<file path="config.mk">
export PLATFORM = sky130hd
export DESIGN_NAME = j1850_symbol_timer
export DESIGN_NICKNAME = d
export VERILOG_FILES = /design/src/rtl/j1850_sym_pkg.sv /design/src/rtl/j1850_edge_sync.sv /design/src/rtl/j1850_sym_counter.sv /design/src/rtl/j1850_sym_match.sv /design/src/rtl/j1850_symbol_timer.sv
export SDC_FILE = /design/constraint.sdc
export NUM_CORES = 1
export LEC_CHECK = 0
export CORE_MARGIN = 4
export CORE_UTILIZATION = 39
export CTS_CLUSTER_DIAMETER = 50
export DETAILED_ROUTE_END_ITERATION = 7
export PLACE_DENSITY = 0.86
export SLEW_MARGIN = 15
export SYNTH_ARGS = -nofsm -noshare
export SYNTH_HDL_FRONTEND = slang
export SYNTH_SLANG_ARGS = --single-unit
</file>
<file path="constraint.sdc">
create_clock -name clk_i -period 6 [get_ports clk_i]
set_input_delay 1.8 -clock clk_i [delete_from_list [all_inputs] [get_ports clk_i]]
set_output_delay 1.8 -clock clk_i [all_outputs]
set_load 0.02 [all_outputs]
</file>
<file path="src/rtl/j1850_sym_pkg.sv">
package j1850_sym_pkg;
  localparam int NSYM  = 12;
  localparam int NRANK = 8;
  localparam int SYM_A_START = 0;
  localparam int SYM_A_SHORT = 1;
  localparam int SYM_A_LONG  = 2;
  localparam int SYM_A_BREAK = 3;
  localparam int SYM_P_SHORT = 4;
  localparam int SYM_P_LONG  = 5;
  localparam int SYM_P_IFR   = 6;
  localparam int SYM_P_IFS   = 7;
  localparam int SYM_R_MIN   = 8;
  localparam int SYM_R_SHORT = 9;
  localparam int SYM_R_LONG  = 10;
  localparam int SYM_R_EOF   = 11;

  // rank k of the priority scan -> field index
  function automatic int rank_field(input logic dominant, input int k);
    if (k >= 4) return k + 4;
    return dominant ? k : k + 4;
  endfunction
endpackage

</file>
<file path="src/rtl/j1850_edge_sync.sv">
module j1850_edge_sync (
  input  logic clk_i,
  input  logic rst_ni,
  input  logic bus_i,
  output logic lvl_o,
  output logic edge_o,
  output logic rise_o
);
  logic s1_q, s2_q, lvl_q;

  always_ff @(posedge clk_i or negedge rst_ni) begin
    if (!rst_ni) begin
      s1_q  <= 1'b0;
      s2_q  <= 1'b0;
      lvl_q <= 1'b0;
    end else begin
      s1_q  <= bus_i;
      s2_q  <= s1_q;
      lvl_q <= s2_q;
    end
  end

  assign lvl_o  = lvl_q;
  assign edge_o = s2_q ^ lvl_q;
  assign rise_o = s2_q & ~lvl_q;
endmodule

</file>
<file path="src/rtl/j1850_sym_counter.sv">
module j1850_sym_counter #(
  parameter int CNT_W = 8
) (
  input  logic             clk_i,
  input  logic             rst_ni,
  input  logic             restart_i,
  output logic [CNT_W-1:0] cnt_o,
  output logic             fresh_o
);
  localparam logic [CNT_W-1:0] CMAX = '1;

  logic [CNT_W-1:0] cnt_q;
  logic             fresh_q;

  always_ff @(posedge clk_i or negedge rst_ni) begin
    if (!rst_ni) begin
      cnt_q   <= '0;
      fresh_q <= 1'b1;
    end else if (restart_i) begin
      cnt_q   <= '0;
      fresh_q <= 1'b1;
    end else if (cnt_q != CMAX) begin
      cnt_q   <= cnt_q + 1'b1;
      fresh_q <= 1'b1;
    end else begin
      fresh_q <= 1'b0; // saturated: value already evaluated
    end
  end

  assign cnt_o   = cnt_q;
  assign fresh_o = fresh_q;

  AST_CNT_RESTART: assert property (@(posedge clk_i) disable iff (!rst_ni)
    restart_i |=> cnt_o == '0);
  AST_CNT_SAT: assert property (@(posedge clk_i) disable iff (!rst_ni)
    (cnt_o == CMAX && !restart_i) |=> cnt_o == CMAX);
  AST_STALE_AT_MAX: assert property (@(posedge clk_i) disable iff (!rst_ni)
    !fresh_o |-> cnt_o == CMAX);
endmodule

</file>
<file path="src/rtl/j1850_sym_match.sv">
module j1850_sym_match
  import j1850_sym_pkg::*;
#(
  parameter int CNT_W = 8
) (
  input  logic [CNT_W-1:0]      cnt_i,
  input  logic                  fresh_i,
  input  logic                  dominant_i,
  input  logic [NSYM*CNT_W-1:0] bank_i,
  output logic [NSYM-1:0]       hit_o
);
  logic [NSYM-1:0] eq;

  for (genvar g = 0; g < NSYM; g++) begin : g_cmp
    assign eq[g] = (cnt_i == bank_i[g*CNT_W +: CNT_W]);
  end

  always_comb begin
    logic found;
    found = 1'b0;
    hit_o = '0;
    for (int k = 0; k < NRANK; k++) begin
      if (fresh_i && !found && eq[rank_field(dominant_i, k)]) begin
        hit_o[rank_field(dominant_i, k)] = 1'b1;
        found = 1'b1;
      end
    end
  end
endmodule

</file>
<file path="src/rtl/j1850_symbol_timer.sv">
module j1850_symbol_timer
  import j1850_sym_pkg::*;
#(
  parameter int CNT_W = 8
) (
  input  logic                  clk_i,
  input  logic                  rst_ni,
  input  logic                  bus_i,
  input  logic                  speed_4x_i,
  input  logic                  sof_sent_i,
  input  logic [NSYM*CNT_W-1:0] prm_1x_i,
  input  logic [NSYM*CNT_W-1:0] prm_4x_i,
  output logic [NSYM-1:0]       sym_o,
  output logic                  tx_ok_o,
  output logic                  idle_o
);
  logic                  lvl, bus_edge, bus_rise;
  logic                  mode_q, mode_chg, restart;
  logic [CNT_W-1:0]      cnt;
  logic                  fresh;
  logic [NSYM*CNT_W-1:0] bank;
  logic [NSYM-1:0]       hit, sym_q;
  logic                  tx_q, idle_q;

  j1850_edge_sync u_sync (
    .clk_i, .rst_ni, .bus_i,
    .lvl_o(lvl), .edge_o(bus_edge), .rise_o(bus_rise)
  );

  assign mode_chg = speed_4x_i ^ mode_q;
  assign restart  = bus_edge | sof_sent_i | mode_chg;
  assign bank     = mode_q ? prm_4x_i : prm_1x_i;

  j1850_sym_counter #(.CNT_W(CNT_W)) u_cnt (
    .clk_i, .rst_ni, .restart_i(restart), .cnt_o(cnt), .fresh_o(fresh)
  );

  j1850_sym_match #(.CNT_W(CNT_W)) u_match (
    .cnt_i(cnt), .fresh_i(fresh), .dominant_i(lvl), .bank_i(bank), .hit_o(hit)
  );

  always_ff @(posedge clk_i or negedge rst_ni) begin
    if (!rst_ni) begin
      mode_q <= 1'b0;
      sym_q  <= '0;
      tx_q   <= 1'b0;
      idle_q <= 1'b0;
    end else begin
      mode_q <= speed_4x_i;
      sym_q  <= hit;
      if (sof_sent_i || mode_chg)  tx_q <= 1'b0;
      else if (hit[SYM_P_IFS])     tx_q <= 1'b1;
      else if (bus_rise)           tx_q <= idle_q; // contend after end of frame
      if (sof_sent_i || mode_chg || bus_edge) idle_q <= 1'b0;
      else if (hit[SYM_R_EOF] && !lvl)        idle_q <= 1'b1;
    end
  end

  assign sym_o   = sym_q;
  assign tx_ok_o = tx_q;
  assign idle_o  = idle_q;

  AST_SYM_ONEHOT: assert property (@(posedge clk_i) disable iff (!rst_ni)
    $onehot0(sym_o));
  AST_SOF_CLEARS: assert property (@(posedge clk_i) disable iff (!rst_ni)
    sof_sent_i |=> (!tx_ok_o && !idle_o));
  AST_MODE_CLEARS: assert property (@(posedge clk_i) disable iff (!rst_ni)
    (speed_4x_i != mode_q) |=> (!tx_ok_o && !idle_o));
  AST_IDLE_FROM_EOF: assert property (@(posedge clk_i) disable iff (!rst_ni)
    $rose(idle_o) |-> sym_o[SYM_R_EOF]);
  AST_IDLE_RECESSIVE: assert property (@(posedge clk_i) disable iff (!rst_ni)
    idle_o |-> !lvl);
endmodule

</file>
==> results.md <==
- Status: finished clean
- Wirelength per Cell: 18.4 um
- Final Hold Viols: 0
- Die Y-Extent: 95.9 um
- Area leader, netlist: dfrtp_1
- GRT Total Usage: 22.0%
- Vias in the first global route: 3112
- Drt via density: 5.19
- Row cnt: 31
- Area occupied by multi-input gates: 0.00222 sq mm
- Full die area: 0.00920 sq mm
- RSZ-0062 raised after global routing: no
- WL final: 10500 um
- Reg power frac: 35.8%
- P_sw: 0.139 mW
- NumNets Final: 668
- DRC: 0
- Syn Inst Count: 272
- Slew Limit Fails: 0
- CTS Hold Buffers Added: 0
- Register area: 682 sq um
- Largest net degree at the start of global routing: 44
- First DRT Iteration DRCs: 151
- Sw Share: 25.3%
- Clock Latency Late Sink: 0.27 ns
- GR Overflow Total: 0
- Post-synth top cells: 46 x xor2_1, 39 x mux2i_1, 27 x xnor2_1, 26 x dfrtp_1, 25 x mux4_2
- Hold Crit Depth: 0
- Layout overhead on the synthesized area: 71.9%
- CTS Buf Count: 3
- Vias: 2942
- Setup violations, final: 0
- R2r startpoint: mode_q$_DFF_PN0_
- Top cell type's share of synthesized area: 21.6%
- M2 GR Usage: 42.6%
- Worst Setup EP: tx_ok_o$_DFFE_PN0P_
- Power Density: 106 mW/mm^2
- Placeable core area: 0.00737 sq mm
- DP HPWL: 8760 um
- Worst setup path start: prm_1x_i[21]
- Critical Path Start Type: primary input
- Crit Path Category: in -> reg
- Die X: 95.9 um
- Leakage power: 2.15 nW
- Worst-margin pin slew: 0.916 ns
- Hold WC Path Type: reg -> reg
- Bufs on Longest Clock Path: 2
- Ys flop type: dfrtp_1
- Period utilization: 67.4%
- Met3 Resource Use GR: 4.22%
- Area contributors post-synth: dfrtp_1 22%, mux4_2 19%, xor2_1 13%, mux2i_1 13%, xnor2_1 7.8%
- Synth warnings: 0
- Dominant cell by count in the synthesized netlist: xor2_1
- Antenna viol nets, final: 0
- Sequential element share of the synthesized area: 22.5%
- Critical path peak fanout: 4
- Post-synth EDFFs: 0
- Crit path DAT: 4.21 ns
- Critical path capture point type: register
- Max Cap Viol: 0
- Avg Cell Area, Syn: 11.1 sq um
- Mapped Nets: 471
- I/O Pins: 211
- Drt pass-1 iters: 4
- Design Power: 0.550 mW
- Slew HR: 38.9%
- Peak supply drop: 0.0843 mV
- Synth Register Bits: 27
- Mapped Area: 0.00301 sq mm
- CTS root buf: clkbuf_8
- First-pass GRT wire length: 15500 um
- Initial antenna violation count: 0
- Final GP Congestion: 0.849
- Setup Buffers After CTS: 0
- Clock power share: 18.3%
- CTS H-tree lvls: 1
- R2R depth: 7
- Skew final: 0.00427 ns
- Worst path required time: 6.16 ns
- Internal power: 0.411 mW
- Combinational share of power: 45.9%
- TNS Setup: 0 ns
- Clock sink count: 27
- Synth unique cells: 35
- Number of diodes: 0
- Met1 Resource Use GR: 24.8%
- Resize count post-CTS: 0
- Clk slew on worst S/H paths: 0.09 ns
- IO Port Bufs: 210
- Worst reg2reg path endpoint: tx_ok_o$_DFFE_PN0P_
- Share of flip-flops with an asynchronous set or reset: 100%
- R2r setup slk: 2.54 ns
- Fmax: 0.247 GHz
- CTS tree: done
- Busiest grt layer: met2
- Initial Util: 40.9%
- Fin crit period: 4.04 ns
- Ratio of cells with drive above 1 in the final layout: 8.97%
- # fillers: 548
## flip-flops by register name, summed over array words and instances (netlist names)
signal / count
u_cnt.fresh_o: 1
u_sync.lvl_o: 1
idle_o: 1
u_cnt.cnt_o: 8
u_sync.s1_q: 1
sym_o: 12
mode_q: 1
u_sync.s2_q: 1
tx_ok_o: 1
## power groups by stage
stage / clock network [mW] / registers (mW) / logic (mW)
2_1_floorplan: 0 / 0.189 / 0.120
3_3_place_gp: 0 / 0.201 / 0.250
3_5_place_dp: 0 / 0.201 / 0.254
4_1_cts: 0.101 / 0.197 / 0.255
5_1_grt: 0.108 / 0.199 / 0.270
6_report: 0.101 / 0.197 / 0.252
## cell families after synthesis
logic type	synth area share, %
AO/OA/AOI/OAI	1.70
XOR/XNOR	21.2
adder cells (fa/ha/maj)	0.830
buffers and inverters	3.90
flip-flops	22.5
multiplexers	35.5
AND/OR/NAND/NOR	14.4
## layout make-up
class,count,share of cell area [%]
sequential,27,13.2
timing repair buffer,211,40.6
clock inverter,1,0.0966
clock buffer,3,0.797
multi-input combinational,225,42.8
tap,99,2.39
inverter,1,0.0725
## layout by cell type, fill, tap and decap left out
cell type / Yosys / layout
nor2b_1: 1 / 1
dfstp_2: 1 / 1
buf_4: 0 / 1
clkdlybuf4s50_1: 0 / 209
ha_1: 2 / 2
o21ai_0: 1 / 1
a211oi_1: 1 / 1
dfrtp_1: 26 / 24
nor3_1: 2 / 2
clkinv_2: 0 / 1
and2_4: 1 / 1
xnor2_1: 27 / 27
nand2_1: 11 / 11
or2_2: 1 / 1
nor4_2: 2 / 2
xor2_1: 46 / 46
inv_1: 1 / 1
nand2_2: 1 / 1
nand3_1: 4 / 4
nor4_1: 5 / 5
mux2_2: 1 / 1
a41oi_1: 1 / 1
mux2i_1: 39 / 39
and3_1: 10 / 10
and2_1: 5 / 5
dfrtp_2: 0 / 1
nor2_1: 17 / 17
o21a_1: 1 / 1
nand2b_1: 1 / 1
mux4_2: 25 / 25
nor4_4: 2 / 2
a22oi_1: 3 / 3
clkbuf_8: 0 / 3
mux4_1: 4 / 4
nand4_1: 10 / 10
dfrtp_4: 0 / 1
nor4b_1: 1 / 1
buf_2: 9 / 1
## critical path, cell delays in order
cell	delay, ns
clkdlybuf4s50_1	0.40
mux4_1	0.52
xnor2_1	0.22
nand4_1	0.13
nor4_1	0.58
nand2b_1	0.27
nor4_4	0.05
o21a_1	0.22
## metrics by stage
stage	area (sq um)	utilization [%]	hold slack, ns	std cells	setup WS, ns
after global routing	5180	70.3	0.372	567	1.85
after floorplan	3010	-	0.331	272	2.60
after global placement	5140	69.7	0.338	563	1.67
final	5180	70.3	0.364	567	1.96
after detailed placement	5140	69.7	0.346	563	1.65
after CTS	5180	70.3	0.366	567	1.92
## routing by layer
layer / part of all wire (%) / routed length, um
met1: 37 / 3890
met2: 52 / 5420
met3: 9.7 / 1020
met4: 1.3 / 133
met5: 0 / 0
## worst min path at each step
stage / from / to / slack [ns]
after floorplan: u_sync.s1_q$_DFF_PN0_ / u_sync.s2_q$_DFF_PN0_ / 0.33
after global placement: u_sync.s1_q$_DFF_PN0_ / u_sync.s2_q$_DFF_PN0_ / 0.34
after detailed placement: u_sync.s1_q$_DFF_PN0_ / u_sync.s2_q$_DFF_PN0_ / 0.35
after CTS: u_sync.s1_q$_DFF_PN0_ / u_sync.s2_q$_DFF_PN0_ / 0.37
after global routing: u_sync.s1_q$_DFF_PN0_ / u_sync.s2_q$_DFF_PN0_ / 0.37
final: u_sync.s1_q$_DFF_PN0_ / u_sync.s2_q$_DFF_PN0_ / 0.36
Power figures use the tool's default switching activity.
